--- src/rtl/jtag_tap_pkg.sv ---
package jtag_tap_pkg;
  localparam int IR_W = 10;

  typedef enum logic [3:0] {
    ST_TLR, ST_RTI,
    ST_SEL_DR, ST_CAP_DR, ST_SHF_DR, ST_EX1_DR, ST_PAU_DR, ST_EX2_DR, ST_UPD_DR,
    ST_SEL_IR, ST_CAP_IR, ST_SHF_IR, ST_EX1_IR, ST_PAU_IR, ST_EX2_IR, ST_UPD_IR
  } tap_state_e;

  typedef enum logic [1:0] {DR_BYPASS, DR_IDCODE, DR_USER, DR_BSR} dr_sel_e;

  localparam logic [IR_W-1:0] OP_EXTEST   = 10'b00_0000_0000;
  localparam logic [IR_W-1:0] OP_SAMPLE   = 10'b00_0000_0101;
  localparam logic [IR_W-1:0] OP_IDCODE   = 10'b00_0000_0110;
  localparam logic [IR_W-1:0] OP_USERCODE = 10'b00_0000_0111;
  localparam logic [IR_W-1:0] OP_HIGHZ    = 10'b00_0000_1011;
  localparam logic [IR_W-1:0] OP_BYPASS   = 10'b11_1111_1111;
  localparam logic [IR_W-1:0] IR_CAPTURE  = 10'b00_0000_0001;
endpackage

--- src/rtl/tap_fsm.sv ---
module tap_fsm
  import jtag_tap_pkg::*;
(
  input  logic       tck_i,
  input  logic       rst_ni,
  input  logic       tms_i,
  output tap_state_e state_o
);
  tap_state_e nxt;

  always_comb begin
    nxt = state_o;
    unique case (state_o)
      ST_TLR:    nxt = tms_i ? ST_TLR    : ST_RTI;
      ST_RTI:    nxt = tms_i ? ST_SEL_DR : ST_RTI;
      ST_SEL_DR: nxt = tms_i ? ST_SEL_IR : ST_CAP_DR;
      ST_CAP_DR: nxt = tms_i ? ST_EX1_DR : ST_SHF_DR;
      ST_SHF_DR: nxt = tms_i ? ST_EX1_DR : ST_SHF_DR;
      ST_EX1_DR: nxt = tms_i ? ST_UPD_DR : ST_PAU_DR;
      ST_PAU_DR: nxt = tms_i ? ST_EX2_DR : ST_PAU_DR;
      ST_EX2_DR: nxt = tms_i ? ST_UPD_DR : ST_SHF_DR;
      ST_UPD_DR: nxt = tms_i ? ST_SEL_DR : ST_RTI;
      ST_SEL_IR: nxt = tms_i ? ST_TLR    : ST_CAP_IR;
      ST_CAP_IR: nxt = tms_i ? ST_EX1_IR : ST_SHF_IR;
      ST_SHF_IR: nxt = tms_i ? ST_EX1_IR : ST_SHF_IR;
      ST_EX1_IR: nxt = tms_i ? ST_UPD_IR : ST_PAU_IR;
      ST_PAU_IR: nxt = tms_i ? ST_EX2_IR : ST_PAU_IR;
      ST_EX2_IR: nxt = tms_i ? ST_UPD_IR : ST_SHF_IR;
      ST_UPD_IR: nxt = tms_i ? ST_SEL_DR : ST_RTI;
      default:   nxt = ST_TLR;
    endcase
  end

  always_ff @(posedge tck_i or negedge rst_ni)
    if (!rst_ni) state_o <= ST_TLR;
    else         state_o <= nxt;
endmodule

--- src/rtl/tap_ir.sv ---
module tap_ir
  import jtag_tap_pkg::*;
(
  input  logic            tck_i,
  input  logic            rst_ni,
  input  tap_state_e      state_i,
  input  logic            tdi_i,
  output logic [IR_W-1:0] ir_o,
  output logic [IR_W-1:0] sr_o
);
  always_ff @(posedge tck_i or negedge rst_ni)
    if (!rst_ni) sr_o <= '0;
    else if (state_i == ST_CAP_IR) sr_o <= IR_CAPTURE;
    else if (state_i == ST_SHF_IR) sr_o <= {tdi_i, sr_o[IR_W-1:1]};

  always_ff @(posedge tck_i or negedge rst_ni)
    if (!rst_ni) ir_o <= OP_IDCODE;
    else if (state_i == ST_TLR)    ir_o <= OP_IDCODE;
    else if (state_i == ST_UPD_IR) ir_o <= sr_o;
endmodule

--- src/rtl/tap_dr.sv ---
module tap_dr
  import jtag_tap_pkg::*;
#(
  parameter int          BSR_LEN      = 8,
  parameter logic [31:0] IDCODE_VAL   = 32'h2A0B_40DD,
  parameter logic [31:0] USERCODE_VAL = 32'h5EED_0C01
) (
  input  logic               tck_i,
  input  logic               rst_ni,
  input  tap_state_e         state_i,
  input  dr_sel_e            sel_i,
  input  logic               tdi_i,
  input  logic [BSR_LEN-1:0] pin_in_i,
  output logic               so_o,
  output logic [BSR_LEN-1:0] upd_o
);
  localparam int ID_W = 32;

  logic               byp_q;
  logic [ID_W-1:0]    id_sr;
  logic [BSR_LEN-1:0] bsr_sr, bsr_shift;

  generate
    if (BSR_LEN == 1) begin : g_bsr_one
      assign bsr_shift = tdi_i;
    end else begin : g_bsr_many
      assign bsr_shift = {tdi_i, bsr_sr[BSR_LEN-1:1]};
    end
  endgenerate

  always_ff @(posedge tck_i or negedge rst_ni)
    if (!rst_ni) begin
      byp_q  <= 1'b0;
      id_sr  <= '0;
      bsr_sr <= '0;
      upd_o  <= '0;
    end else begin
      unique case (state_i)
        ST_CAP_DR: begin
          byp_q <= 1'b0;
          if (sel_i == DR_IDCODE)    id_sr <= IDCODE_VAL;
          else if (sel_i == DR_USER) id_sr <= USERCODE_VAL;
          if (sel_i == DR_BSR)       bsr_sr <= pin_in_i;
        end
        ST_SHF_DR: begin
          unique case (sel_i)
            DR_BYPASS:         byp_q  <= tdi_i;
            DR_IDCODE, DR_USER: id_sr <= {tdi_i, id_sr[ID_W-1:1]};
            DR_BSR:            bsr_sr <= bsr_shift;
            default: ;
          endcase
        end
        ST_UPD_DR: if (sel_i == DR_BSR) upd_o <= bsr_sr;
        default: ;
      endcase
    end

  always_comb
    unique case (sel_i)
      DR_IDCODE, DR_USER: so_o = id_sr[0];
      DR_BSR:             so_o = bsr_sr[0];
      default:            so_o = byp_q;
    endcase
endmodule

--- src/rtl/jtag_tap.sv ---
module jtag_tap
  import jtag_tap_pkg::*;
#(
  parameter int          BSR_LEN      = 8,
  parameter logic [31:0] IDCODE_VAL   = 32'h2A0B_40DD,
  parameter logic [31:0] USERCODE_VAL = 32'h5EED_0C01
) (
  input  logic               tck_i,
  input  logic               rst_ni,
  input  logic               tms_i,
  input  logic               tdi_i,
  output logic               tdo_o,
  output logic               tdo_en_o,
  input  logic [BSR_LEN-1:0] pin_in_i,
  input  logic [BSR_LEN-1:0] core_out_i,
  output logic [BSR_LEN-1:0] pin_out_o,
  output logic               highz_o
);
  tap_state_e         state_q;
  logic [IR_W-1:0]    ir_q, ir_sr;
  logic [BSR_LEN-1:0] bsr_upd;
  dr_sel_e            dr_sel;
  logic               dr_so, extest;

  tap_fsm u_fsm (.tck_i, .rst_ni, .tms_i, .state_o(state_q));

  tap_ir u_ir (.tck_i, .rst_ni, .state_i(state_q), .tdi_i, .ir_o(ir_q), .sr_o(ir_sr));

  always_comb begin
    extest  = 1'b0;
    highz_o = 1'b0;
    unique case (ir_q)
      OP_IDCODE:           dr_sel = DR_IDCODE;
      OP_USERCODE:         dr_sel = DR_USER;
      OP_SAMPLE:           dr_sel = DR_BSR;
      OP_EXTEST:   begin   dr_sel = DR_BSR; extest = 1'b1; end
      OP_HIGHZ:    begin   dr_sel = DR_BYPASS; highz_o = 1'b1; end
      default:             dr_sel = DR_BYPASS;
    endcase
  end

  tap_dr #(
    .BSR_LEN(BSR_LEN), .IDCODE_VAL(IDCODE_VAL), .USERCODE_VAL(USERCODE_VAL)
  ) u_dr (
    .tck_i, .rst_ni, .state_i(state_q), .sel_i(dr_sel), .tdi_i,
    .pin_in_i, .so_o(dr_so), .upd_o(bsr_upd)
  );

  // serial output retimed to the falling edge
  always_ff @(negedge tck_i or negedge rst_ni)
    if (!rst_ni) begin
      tdo_o    <= 1'b0;
      tdo_en_o <= 1'b0;
    end else begin
      tdo_en_o <= (state_q == ST_SHF_IR) || (state_q == ST_SHF_DR);
      tdo_o    <= (state_q == ST_SHF_IR) ? ir_sr[0] :
                  (state_q == ST_SHF_DR) ? dr_so    : 1'b0;
    end

  assign pin_out_o = extest ? bsr_upd : core_out_i;
endmodule

--- config.mk ---
export PLATFORM = sky130hd
export DESIGN_NAME = jtag_tap
export DESIGN_NICKNAME = d
export VERILOG_FILES = /design/src/rtl/jtag_tap_pkg.sv /design/src/rtl/tap_fsm.sv /design/src/rtl/tap_ir.sv /design/src/rtl/tap_dr.sv /design/src/rtl/jtag_tap.sv
export SDC_FILE = /design/constraint.sdc
export NUM_CORES = 1
export LEC_CHECK = 0
export BUFFER_PORTS_ARGS = -buffer_cell sky130_fd_sc_hd__buf_2
export CAP_MARGIN = 20
export CORE_MARGIN = 1.5
export CORE_UTILIZATION = 53
export CTS_BUF_LIST = sky130_fd_sc_hd__clkbuf_16
export CTS_CLUSTER_SIZE = 28
export DETAILED_ROUTE_END_ITERATION = 8
export PLACE_DENSITY = 0.79
export SLEW_MARGIN = 20
export SYNTH_ARGS = -nofsm -noshare
export SYNTH_HDL_FRONTEND = slang
export SYNTH_SLANG_ARGS = --single-unit
--- constraint.sdc ---
create_clock -name tck_i -period 2.68 [get_ports tck_i]
set_clock_uncertainty 0.15 [all_clocks]
set_input_delay 0.268 -clock tck_i [delete_from_list [all_inputs] [get_ports tck_i]]
set_output_delay 0.268 -clock tck_i [all_outputs]
set_load 0.01 [all_outputs]
Yosys cells after proc, flatten, opt, wreduce, memory -nomap -nowiden
Cells that the tools add are included.
W data, S select, Z words.
{"block": "classes", "n_addsub": 0, "n_mul": 0, "div_mod_pow": 0, "n_lt_le_gt_ge": 0, "n_eq_ne": 27, "shifts": 0, "n_mux": 33, "bitwise_logic": 0, "reduce_logical": 16}
{"op": "$mux W32", "count": 3}
{"op": "$pmux W32 S2", "count": 1}
{"op": "$pmux W4 S12", "count": 1}
{"op": "$mux W10", "count": 4}
{"op": "$eq A4 B4 Y1 const B", "count": 8}
{"op": "$eq A10 B3 Y1 const B", "count": 3}
{"op": "$mux W8", "count": 3}
{"op": "$eq A4 B3 Y1 const B", "count": 4}
{"op": "$mux W4", "count": 4}
{"op": "$pmux W8 S2", "count": 1}
{"op": "$eq A10 B4 Y1 const B", "count": 1}
{"op": "$logic_not A10 Y1", "count": 1}
{"op": "$eq A4 B2 Y1 const B", "count": 2}
{"op": "$mux W1", "count": 8}
{"op": "$ne A2 B1 Y1 const B", "count": 4}
{"op": "$reduce_or A2 Y1", "count": 4}
{"op": "$mux W2", "count": 3}
{"op": "$mux W3", "count": 2}
{"op": "$pmux W2 S3", "count": 1}
{"op": "$reduce_and A3 Y1", "count": 2}
{"op": "$reduce_bool A2 Y1", "count": 3}
{"op": "$eq A2 B2 Y1 const B", "count": 2}
{"op": "$eq A4 B1 Y1 const B", "count": 1}
{"op": "$logic_not A4 Y1", "count": 1}
{"op": "7 further kinds", "count": 9}
{"block": "word_totals", "register_bits": 75, "latch_bits": 0, "ramBits": 0, "rom_bits": 0, "out_inout_bits": 11, "word_cells": 85, "n_memories": 0}

Depth between registers and ports, before layout
Gate-level depths: netlist of the first run.
{"block": "logic_depth", "word_depth": 8, "mapped_depth": 10, "mapped_depth_nobuf": 9}

Modules after synthesis
A second synthesis of the first run with hierarchy kept.
{"block": "hier_totals", "cells_unflattened": 322, "hier_area_um2": 3851.2}
{"module": "tap_dr", "n_inst": 1, "cells_per_inst": 165, "area_each_um2": 2367.3, "seq_area_each_um2": 1226.2}
{"module": "tap_ir", "n_inst": 1, "cells_per_inst": 93, "area_each_um2": 897.1, "seq_area_each_um2": 503.0}
{"module": "tap_fsm", "n_inst": 1, "cells_per_inst": 37, "area_each_um2": 314.1, "seq_area_each_um2": 100.1}
{"module": "jtag_tap", "n_inst": 1, "cells_per_inst": 27, "area_each_um2": 272.8, "seq_area_each_um2": 50.0}

==> impl_metrics.py, run 1 <==
metrics = {
    "placed_design": {
        "gp_routability_congestion": 0.7745,
        "io_buffers": 30,
        "dpl-instance-area_um2": 3789,
        "place_ws_ns": -0.9479,
        "dpl.hpwl_um": 4612,
    },
    "cts": {
        "clock_path_buffers": 2,
        "numCtsBuffers": 9,
        "clock-sinks": 75,
        "cts.htree.levels": 3,
        "path_clk_slew_ns": 0.06,
        "cts_root_buffer": "clkbuf_16",
        "tritoncts": "done",
        "insertion_delay_ns": 0.33,
    },
    "grt": {
        "grt_pass1_wl_um": 11680,
        "antenna_found_initial": 0,
        "grt_start_max_net_pins": 48,
        "overflow": 0,
        "grt_pass1_vias": 2471,
        "grtUsageTotal_pct": 23.48,
    },
    "hold_path": {
        "whs_endpoint": "u_dr.bsr_sr[4]",
        "hold_path_class": "in -> reg",
        "min_from": "pin_in_i[4]",
        "min_path_cells": 3,
    },
    "yosys": {
        "synth_area_um2": 3312,
        "synth_edf_count": 0,
        "syn_avg_cell_area_um2": 12.40,
        "ys_ff_latch": 75,
        "synth_fp_nets": 291,
        "seq_area_frac_synth_pct": 56.74,
        "ys_types": 46,
        "ys.flop_type": "dfrtp_1",
        "ys_warn_count": 0,
        "async_reset_ff_share_pct": 100.0,
        "synth_cells": 267,
    },
    "worst_setup_path": {
        "cp_slowest_stage_delay_ns": 0.56,
        "cpMaxStageDelayCell": "or4_4",
        "cp.arrival_ns": 2.34,
        "criticalPathCategory": "reg -> reg",
        "start_kind": "flop",
        "r2r_cells": 8,
        "reg2reg_setup_slack_ns": -0.96,
        "rr_endpoint": "tdo_o",
        "path_delay_family": "simple AND/OR/NAND/NOR gates",
        "cp_cell_sequence": "or4_4 -> nor4_4 -> nand2_1 -> ha_1 -> inv_1 -> a22oi_1 -> o21ai_1 -> a22o_1",
        "cp.required_ns": 1.38,
        "endpoint_kind": "flop",
        "r2r-start": "u_ir.ir_o[5]",
        "crit_buf_inv": 1,
        "path_max_fanout": 3,
    },
    "power": {
        "p_comb_share_pct": 41.3,
        "switching_share_pct": 34.23,
        "pwr-share-seq_pct": 37.3,
        "p_clk_share_pct": 21.4,
        "power_density_nw_per_um2": 1211,
        "ir_worst_vdd_v": 0.0009751,
        "internal_power_w": 0.003316,
        "total_power_w": 0.005042,
        "leakage_nw": 1.960,
        "p_sw_w": 0.001726,
    },
    "timing": {
        "slew_headroom_pct": 63.07,
        "slew_violations": 0,
        "setup-violations-final": 1,
        "final.setup.worst_slack_ns": -0.9613,
        "final-hold-violation-count": 0,
        "rsz0062_at_grt": "true",
        "worst_pin_slew_ns": 0.5539,
        "fin_tns_setup_ns": -0.9613,
    },
    "cells_and_area": {
        "drive_above_1_share_pct": 39.58,
        "diodes": 0,
        "nets": 355,
        "multi_input_area_um2": 1388,
        "seqCellArea_um2": 1879,
        "fill_cells": 415,
        "finish.instance_area_um2": 4165,
        "area_growth_syn_to_layout_pct": 25.76,
        "utilization_pct": 69.53,
    },
    "floorplanning": {
        "die_height_um": 82.05,
        "io_pins": 31,
        "die_w_um": 82.05,
        "dieArea_um2": 6732,
        "rows": 28,
        "coreArea_um2": 5991,
        "initial_utilization_pct": 55.28,
    },
    "detailed_routing": {
        "avgRoutedWirePerCell_um": 16.81,
        "first_pass_iters": 4,
        "via_count": 2422,
        "drtIter0Drc": 112,
        "antenna_left": 0,
        "vias_per_cell": 5.893,
        "wl_um": 6907,
        "drc": 0,
    },
    "job": {
        "cap_violations": 0,
    },
    "status": {
        "outcome": "complete, but fails checks",
        "violations": "setup timing",
    },
}
[placed cells by master (no fill, tap or decap), types with 4 or more instances in the layout]
| master | netlist | routed |
|---|---|---|
| dfrtp_1 | 71 | 71 |
| buf_4 | 1 | 34 |
| a22o_1 | 27 | 27 |
| buf_2 | 4 | 25 |
| nand2_1 | 20 | 17 |
| o221a_2 | 17 | 17 |
| mux2_2 | 16 | 16 |
| o21ai_0 | 15 | 13 |
| clkbuf_16 | 0 | 9 |
| inv_1 | 8 | 8 |
| a21oi_1 | 8 | 8 |
| mux2i_1 | 8 | 8 |
| buf_6 | 0 | 8 |
| o22a_1 | 5 | 5 |
| nor3_1 | 4 | 4 |
| nand3_1 | 4 | 4 |
[state kept, by name, indices dropped and copies added, names as in the netlist]
name / cells
u_ir.ir_o: 10
u_dr.byp_q: 1
u_fsm.state_o: 4
tdo_o: 1
u_dr.upd_o: 8
u_ir.sr_o: 10
tdo_en_o: 1
u_dr.bsr_sr: 8
u_dr.id_sr: 32
[final cells by class]
class                   count  share of cell area (%)
flip-flops and latches     75                   45.12
inverters                   8                  0.8411
clock buffers               9                   5.407
repair buffers             69                   12.02
well taps                  75                   2.253
clock inverters             7                   1.051
multi-input cells         168                   33.31
[cell usage after synthesis, types with 3 or more instances]
library cell | number | area, um^2
o22a_1 | 5 | 43.79
ha_1 | 4 | 50.05
nor3_1 | 4 | 20.02
a21oi_1 | 8 | 40.04
buf_2 | 4 | 20.02
nand3_1 | 4 | 20.02
a22oi_1 | 3 | 22.52
o211ai_1 | 3 | 22.52
inv_1 | 8 | 30.03
o221a_2 | 17 | 191.4
clkbuf_1 | 10 | 37.54
nor2_1 | 4 | 15.01
dfrtp_1 | 71 | 1777
nand2b_1 | 3 | 18.77
mux2i_1 | 8 | 80.08
mux2_2 | 16 | 180.2
a22o_1 | 27 | 236.5
o21ai_0 | 15 | 75.07
nand2_1 | 20 | 75.07
[power by group through the flow]
stage	Sequential, W	Clock, W	Combinational, W
finish	0.00188	0.00108	0.00208
global route	0.00193	0.00115	0.00229
CTS	0.00188	0.00111	0.00196
detailed placement	0.00189	0	0.00193
global placement	0.00187	0	0.00185
floorplan	0.00180	0	0.00130
[stage by stage]
| step | hold WS (ns) | std cells |
|---|---|---|
| after floorplan | -0.1776 | 267 |
| after global placement | 0.001668 | 392 |
| after detailed placement | 0.001931 | 392 |
| after CTS | 0.06355 | 409 |
| after global routing | 0.09141 | 411 |
| final | 0.06994 | 411 |
[kinds of logic after synthesis]
group / Yosys count / synth area share (%)
and+or+nand+nor: 54 / 9.861
buffers and inverters: 24 / 3.022
adders and majority gates: 4 / 1.511
muxes: 24 / 7.858
AOI/OAI and AO/OA: 85 / 20.74
DFF: 75 / 56.74
xor gates and xnor gates: 1 / 0.2645
[timing repair]
| action | CTS | global route |
|---|---|---|
| hold endpoints to repair | 24 | 0 |
| hold buffers | 1 | 0 |
| buffers inserted | 0 | 2 |
| gates resized for setup | 2 | 16 |
| pin swaps | 1 | 2 |
| endpoints found under the setup margin | 18 | 33 |
[layer usage]
| metal | wire [um] | up-vias | share of wire [%] | GRT usage (%) |
|---|---|---|---|---|
| li1 | - | 1137 | - | - |
| met1 | 3124 | 1224 | 45 | 29.73 |
| met2 | 3407 | 47 | 49 | 37.95 |
| met3 | 241 | 14 | 3.5 | 7.444 |
| met4 | 133 | 0 | 1.9 | 8.136 |
| met5 | 0 | - | 0 | 0 |
[worst reg2reg max path, delay by kind of cell (launching register included)]
family | cells | cell delay, ns
simple gates | 3 | 0.86
flops | 1 | 0.38
compound gates | 3 | 0.42
buf+inv | 1 | 0.06
fa+ha+maj | 1 | 0.30
[how the worst max path moves through the flow]
stage | slack, ns | start | cells past startpoint | endpoint
after floorplan | -0.98 | u_ir.ir_o[5] | 8 | tdo_o
after global placement | -0.89 | u_ir.ir_o[5] | 8 | tdo_o
after detailed placement | -0.95 | u_ir.ir_o[5] | 8 | tdo_o
after CTS | -0.95 | u_ir.ir_o[5] | 8 | tdo_o
after global routing | -1.06 | u_ir.ir_o[5] | 8 | tdo_o
final | -0.96 | u_ir.ir_o[5] | 8 | tdo_o
(Power assumes the default switching activity.)
==> inputs of run 2 (changes only) <==
--- a/config.mk
+++ b/config.mk
@@ -7,12 +7,14 @@
 export LEC_CHECK = 0
 export BUFFER_PORTS_ARGS = -buffer_cell sky130_fd_sc_hd__buf_2
 export CAP_MARGIN = 20
+export CELL_PAD_IN_SITES_DETAIL_PLACEMENT = 1
+export CELL_PAD_IN_SITES_GLOBAL_PLACEMENT = 2
 export CORE_MARGIN = 1.5
-export CORE_UTILIZATION = 53
+export CORE_UTILIZATION = 36
 export CTS_BUF_LIST = sky130_fd_sc_hd__clkbuf_16
 export CTS_CLUSTER_SIZE = 28
 export DETAILED_ROUTE_END_ITERATION = 8
-export PLACE_DENSITY = 0.79
+export PLACE_DENSITY = 0.78
 export SLEW_MARGIN = 20
 export SYNTH_ARGS = -nofsm -noshare
 export SYNTH_HDL_FRONTEND = slang
==> impl_metrics.py, run 2 (synthesis results as in run 1) <==
metrics = {
    "floorplanning": {
        "coreArea_um2": 8806,
        "rows": 34,
        "io_pins": 31,
        "die_w_um": 98.92,
        "die_height_um": 98.92,
        "dieArea_um2": 9784,
        "initial_utilization_pct": 37.61,
    },
    "grt": {
        "grt_start_max_net_pins": 56,
        "grt_pass1_wl_um": 13740,
        "overflow": 0,
        "grtUsageTotal_pct": 18.14,
        "grt_pass1_vias": 2606,
        "antenna_found_initial": 0,
    },
    "cts": {
        "cts_root_buffer": "clkbuf_16",
        "path_clk_slew_ns": 0.06,
        "numCtsBuffers": 9,
        "clock_path_buffers": 2,
        "clock-sinks": 75,
        "insertion_delay_ns": 0.34,
        "cts.htree.levels": 3,
        "tritoncts": "done",
    },
    "hold_path": {
        "min_from": "pin_in_i[5]",
        "min_path_cells": 3,
        "whs_endpoint": "u_dr.bsr_sr[5]",
        "hold_path_class": "in -> reg",
    },
    "timing": {
        "slew_violations": 0,
        "final-hold-violation-count": 0,
        "final.setup.worst_slack_ns": -1.060,
        "worst_pin_slew_ns": 0.6916,
        "setup-violations-final": 17,
        "rsz0062_at_grt": "true",
        "slew_headroom_pct": 53.89,
    },
    "worst_setup_path": {
        "rr_endpoint": "tdo_o",
        "r2r-start": "u_ir.ir_o[4]",
        "reg2reg_setup_slack_ns": -1.06,
        "criticalPathCategory": "reg -> reg",
        "start_kind": "flop",
        "r2r_cells": 9,
        "cp.required_ns": 1.37,
        "path_max_fanout": 3,
        "endpoint_kind": "flop",
        "cp.arrival_ns": 2.43,
    },
    "status": {
        "violations": "DRC, setup timing",
        "outcome": "complete, but fails checks",
    },
    "detailed_routing": {
        "drc": 2,
        "antenna_left": 0,
        "wl_um": 8131,
        "vias_per_cell": 5.378,
        "avgRoutedWirePerCell_um": 17.99,
        "first_pass_iters": 6,
        "drtIter0Drc": 64,
        "via_count": 2431,
    },
    "power": {
        "power_density_nw_per_um2": 1266,
        "ir_worst_vdd_v": 0.0005655,
        "leakage_nw": 2.048,
        "total_power_w": 0.005607,
    },
    "placed_design": {
        "io_buffers": 30,
        "gp_routability_congestion": 0.7765,
        "dpl-instance-area_um2": 3847,
        "dpl.cell_count": 427,
        "dpl.hpwl_um": 5266,
        "place_ws_ns": -1.060,
    },
    "cells_and_area": {
        "finish.instance_area_um2": 4428,
        "drive_above_1_share_pct": 44.19,
        "multi_input_area_um2": 1461,
        "utilization_pct": 50.28,
        "seqCellArea_um2": 1879,
        "area_growth_syn_to_layout_pct": 33.70,
        "diodes": 0,
        "final_cell_mix": "dfrtp_1, buf_4, a22o_1",
        "nets": 363,
        "largest_reg_flops": 32,
        "instances_no_fill": 452,
        "layout_commonest_cell": "dfrtp_1",
        "largest-register": "u_dr.id_sr",
        "fill_cells": 911,
        "top_regs": "u_dr.id_sr: 32 flops, u_ir.ir_o: 10 flops, u_ir.sr_o: 10 flops",
    },
    "job": {
        "cap_violations": 0,
    },
}
[run 2: changes by cell type in the layout (fill, tap and decap cells not counted), moves of 3 or more]
cell,before,now
inv_1,8,5
buf_6,8,19
o21ai_1,1,8
buf_2,25,21
o21ai_0,13,5
[run 2: layout make-up]
| type | instances | area share [%] |
|---|---|---|
| clock buffer | 9 | 5.086 |
| tap | 108 | 3.052 |
| inverter | 8 | 0.8477 |
| sequential | 75 | 42.44 |
| multi-input combinational | 168 | 33.00 |
| timing repair buffer | 77 | 13.70 |
| clock inverter | 7 | 1.865 |
[run 2: repair_timing]
item	CTS	global route
hold buffers	1	0
pin swaps	16	2
gates resized for setup	53	5
setup buffers	8	4
cloned	1	0
hold endpoints to repair	18	0
endpoints found under the setup margin	46	58
[run 2: metal layers]
metal	vias up	track usage, %	part of all wire [%]
met5	-	0	0
met4	0	5.604	1.4
met1	1249	23.66	46
li1	1151	-	-
met3	10	4.468	1.6
met2	21	29.81	51
[run 2: power breakdown]
group / total (W) / switching [W] / internal [W]
clock: 0.00125 / 0.000512 / 0.000739
combinational: 0.00245 / 0.00112 / 0.00133
sequential: 0.00190 / 0.000331 / 0.00157
[run 2: how the worst max path moves through the flow]
stage | cells past startpoint | slack, ns | endpoint | startpoint
floorplan | 8 | -0.98 | tdo_o | u_ir.ir_o[5]
global placement | 8 | -0.92 | tdo_o | u_ir.ir_o[5]
detailed placement | 8 | -1.06 | tdo_o | u_ir.ir_o[5]
CTS | 9 | -1.16 | tdo_o | u_ir.ir_o[4]
global route | 9 | -1.15 | tdo_o | u_ir.ir_o[4]
finish | 9 | -1.06 | tdo_o | u_ir.ir_o[4]
[run 2: stage by stage]
step                hold slack [ns]  TNS (ns)
floorplan                   -0.1776   -0.9795
global placement            0.02534   -0.9234
detailed placement          0.02809    -2.835
CTS                         0.04856    -3.732
global route                0.05681    -6.268
finish                      0.05774    -2.901
[run 2: worst max-delay path, stage by stage (launching register included)]
cell and delay [ns]:
dfrtp_1 0.38, or4_4 0.56, nor4_4 0.25, buf_4 0.17, and2_4 0.15, ha_4 0.13, inv_4 0.03, a22oi_2 0.14
o21ai_2 0.09, a22o_1 0.19
==> inputs of run 3 (changes only) <==
--- a/config.mk
+++ b/config.mk
@@ -5,16 +5,17 @@
 export SDC_FILE = /design/constraint.sdc
 export NUM_CORES = 1
 export LEC_CHECK = 0
+export ABC_AREA = 1
 export BUFFER_PORTS_ARGS = -buffer_cell sky130_fd_sc_hd__buf_2
 export CAP_MARGIN = 20
 export CELL_PAD_IN_SITES_DETAIL_PLACEMENT = 1
 export CELL_PAD_IN_SITES_GLOBAL_PLACEMENT = 2
 export CORE_MARGIN = 1.5
-export CORE_UTILIZATION = 36
+export CORE_UTILIZATION = 32
 export CTS_BUF_LIST = sky130_fd_sc_hd__clkbuf_16
 export CTS_CLUSTER_SIZE = 28
 export DETAILED_ROUTE_END_ITERATION = 8
-export PLACE_DENSITY = 0.78
+export PLACE_DENSITY = 0.8
 export SLEW_MARGIN = 20
 export SYNTH_ARGS = -nofsm -noshare
 export SYNTH_HDL_FRONTEND = slang
==> impl_metrics.py, run 3 <==
metrics = {
    "hold_path": {
        "min_path_cells": 3,
        "hold_path_class": "in -> reg",
    },
    "cells_and_area": {
        "largest-register": "u_dr.id_sr",
        "area_growth_syn_to_layout_pct": 24.45,
        "layout_commonest_cell": "nand2_1",
        "finish.instance_area_um2": 4452,
        "instances_no_fill": 654,
        "diodes": 0,
        "top_regs": "u_dr.id_sr: 32 flops, u_ir.ir_o: 10 flops, u_ir.sr_o: 10 flops",
        "final_cell_mix": "nand2_1, dfrtp_1, buf_4",
        "nets": 533,
        "multi_input_area_um2": 1523,
        "largest_reg_flops": 32,
        "fill_cells": 1307,
        "seqCellArea_um2": 1879,
        "drive_above_1_share_pct": 22.18,
    },
    "status": {
        "outcome": "complete, but fails checks",
        "violations": "setup timing",
    },
    "yosys": {
        "syn_avg_cell_area_um2": 7.967,
        "yosysMostFrequentCell": "nand2_1",
        "ys_warn_count": 0,
        "async_reset_ff_share_pct": 100.0,
        "yosysTopAreaCellShare_pct": 49.67,
        "ys_ff_latch": 75,
        "synth_common_cells": "nand2_1, dfrtp_1, inv_1, o21ai_0, nand3_1",
        "synth_area_um2": 3577,
        "synth_area_leaders": "dfrtp_1, nand2_1, o21ai_0",
        "synth_fp_nets": 473,
        "synth_edf_count": 0,
        "synth_cells": 449,
        "ys_types": 29,
        "yosysTopAreaCell": "dfrtp_1",
        "seq_area_frac_synth_pct": 52.54,
        "ys.flop_type": "dfrtp_1",
    },
    "worst_setup_path": {
        "cp.required_ns": 1.37,
        "cp.arrival_ns": 1.81,
        "cp_cell_sequence": "nor2_2 -> nand2_2 -> nor2_4 -> nand2_2 -> nand2_2 -> inv_2 -> ha_4 -> o21ai_1 -> nand2_1 -> o21ai_1",
        "critPathMostFrequentCell": "nand2_2",
        "endpoint_kind": "flop",
        "r2r_cells": 10,
        "start_kind": "flop",
        "path_max_fanout": 4,
        "cpMaxStageDelayCell": "dfrtp_1",
        "criticalPathCategory": "reg -> reg",
        "cp_slowest_stage_delay_ns": 0.39,
    },
    "detailed_routing": {
        "via_count": 3092,
        "avgRoutedWirePerCell_um": 13.76,
        "antenna_left": 0,
        "wl_um": 9000,
        "vias_per_cell": 4.728,
        "drtIter0Drc": 93,
        "drc": 0,
        "first_pass_iters": 4,
    },
    "placed_design": {
        "gp_routability_congestion": 0.7799,
        "dpl-instance-area_um2": 4010,
        "dpl.hpwl_um": 6171,
        "io_buffers": 30,
        "dpl.cell_count": 627,
        "place_ws_ns": -0.6031,
    },
    "timing": {
        "setup-violations-final": 1,
        "slew_violations": 0,
        "fin_tns_setup_ns": -0.4438,
        "worst_pin_slew_ns": 0.8954,
        "slew_headroom_pct": 40.31,
        "whs_ns": 0.1058,
        "final-hold-violation-count": 0,
        "final.setup.worst_slack_ns": -0.4438,
        "rsz0062_at_grt": "true",
    },
    "power": {
        "leakage_nw": 2.306,
        "power_density_nw_per_um2": 1258,
        "p_comb_share_pct": 44.9,
        "ir_worst_vdd_v": 0.0004758,
        "switching_share_pct": 39.96,
        "pwr-share-seq_pct": 32.4,
        "p_clk_share_pct": 22.7,
        "internal_power_w": 0.003364,
        "p_sw_w": 0.002239,
    },
    "grt": {
        "grt_pass1_wl_um": 15750,
        "overflow": 0,
        "antenna_found_initial": 0,
        "grtUsageTotal_pct": 16.98,
        "grt_start_max_net_pins": 71,
        "grt_pass1_vias": 3205,
    },
    "cts": {
        "numCtsBuffers": 9,
        "cts_root_buffer": "clkbuf_16",
        "tritoncts": "done",
        "clock-sinks": 75,
        "clock_path_buffers": 2,
        "cts.htree.levels": 3,
        "path_clk_slew_ns": 0.06,
        "insertion_delay_ns": 0.33,
    },
    "floorplanning": {
        "io_pins": 31,
        "dieArea_um2": 11820,
        "coreArea_um2": 10890,
        "die_w_um": 108.7,
        "die_height_um": 108.7,
        "rows": 38,
        "initial_utilization_pct": 32.85,
    },
    "job": {
        "cap_violations": 0,
    },
}
==> run 3: cell count changes after synthesis, sizes merged, moves of 8 or more <==
cell   change
a22o      -28
inv       +31
mux2      -16
mux2i      -8
nand2    +175
nand3     +20
nor2      +18
o21ai     +33
o221a     -17
o22ai     +12
==> run 3: logic make-up after synthesis <==
| group | share of synthesized area, % |
|---|---|
| XOR/XNOR | 0.2449 |
| AND/OR/NAND/NOR | 27.84 |
| flip-flops | 52.54 |
| buffers and inverters | 6.995 |
| AO/OA/AOI/OAI | 10.98 |
| adder cells (fa/ha/maj) | 1.399 |
==> run 3: cell type report <==
| type | instances | share of cell area, % |
|---|---|---|
| Sequential cell | 75 | 42.21 |
| Clock buffer | 9 | 5.059 |
| Clock inverter | 7 | 1.911 |
| Timing Repair Buffer | 65 | 9.387 |
| Tap cell | 140 | 3.935 |
| Inverter | 39 | 3.288 |
| Multi-Input combinational cell | 319 | 34.20 |
==> run 3: what timing repair did <==
action,in CTS,in global routing
hold buffers,1,0
setup buffers,10,0
hold endpoints to repair,3,0
setup endpoints to repair,1,1
pin swaps,8,0
resized for setup,11,0
==> run 3: worst paths after layout <==
check | endpoint | slack, ns | from
worst max-delay path | tdo_o | -0.44 | u_ir.ir_o[8]
worst min-delay path | u_ir.sr_o[9] | 0.11 | tdi_i
worst max register to register | tdo_o | -0.44 | u_ir.ir_o[8]
worst min register to register | u_dr.id_sr[28] | 0.33 | u_dr.id_sr[28]
max in group asynchronous | tdo_o | 0.83 | rst_ni
min in group asynchronous | u_ir.ir_o[0] | 0.16 | rst_ni
==> run 3: metrics by stage <==
stage	total power [W]	utilization, %
finish	0.005602	40.89
global route	0.006094	40.89
CTS	0.005652	40.89
detailed placement	0.004120	36.83
global placement	0.004022	36.83
floorplan	0.003432	-
==> run 3: layer usage <==
metal / GRT usage [%] / routed length, um
met5: 0 / 0
met4: 5.075 / 79
met3: 3.168 / 272
met2: 27.27 / 4210
met1: 23.29 / 4437
==> run 3: worst max-delay path: cells and delay by family, from the launching register on <==
kind                     cells  cell delay, ns
flip-flops                   1            0.39
AND/OR/NAND/NOR              6            0.65
adder cells (fa/ha/maj)      1            0.26
AO/OA/AOI/OAI                2            0.11
buffers and inverters        1            0.07
==> run 3: power by group through the flow <==
stage,sequential (W),combinational (W),clock (W)
global route,0.00187,0.00286,0.00136
global placement,0.00181,0.00221,0
finish,0.00182,0.00252,0.00127
floorplan,0.00177,0.00166,0
CTS,0.00181,0.00254,0.00130
detailed placement,0.00183,0.00229,0
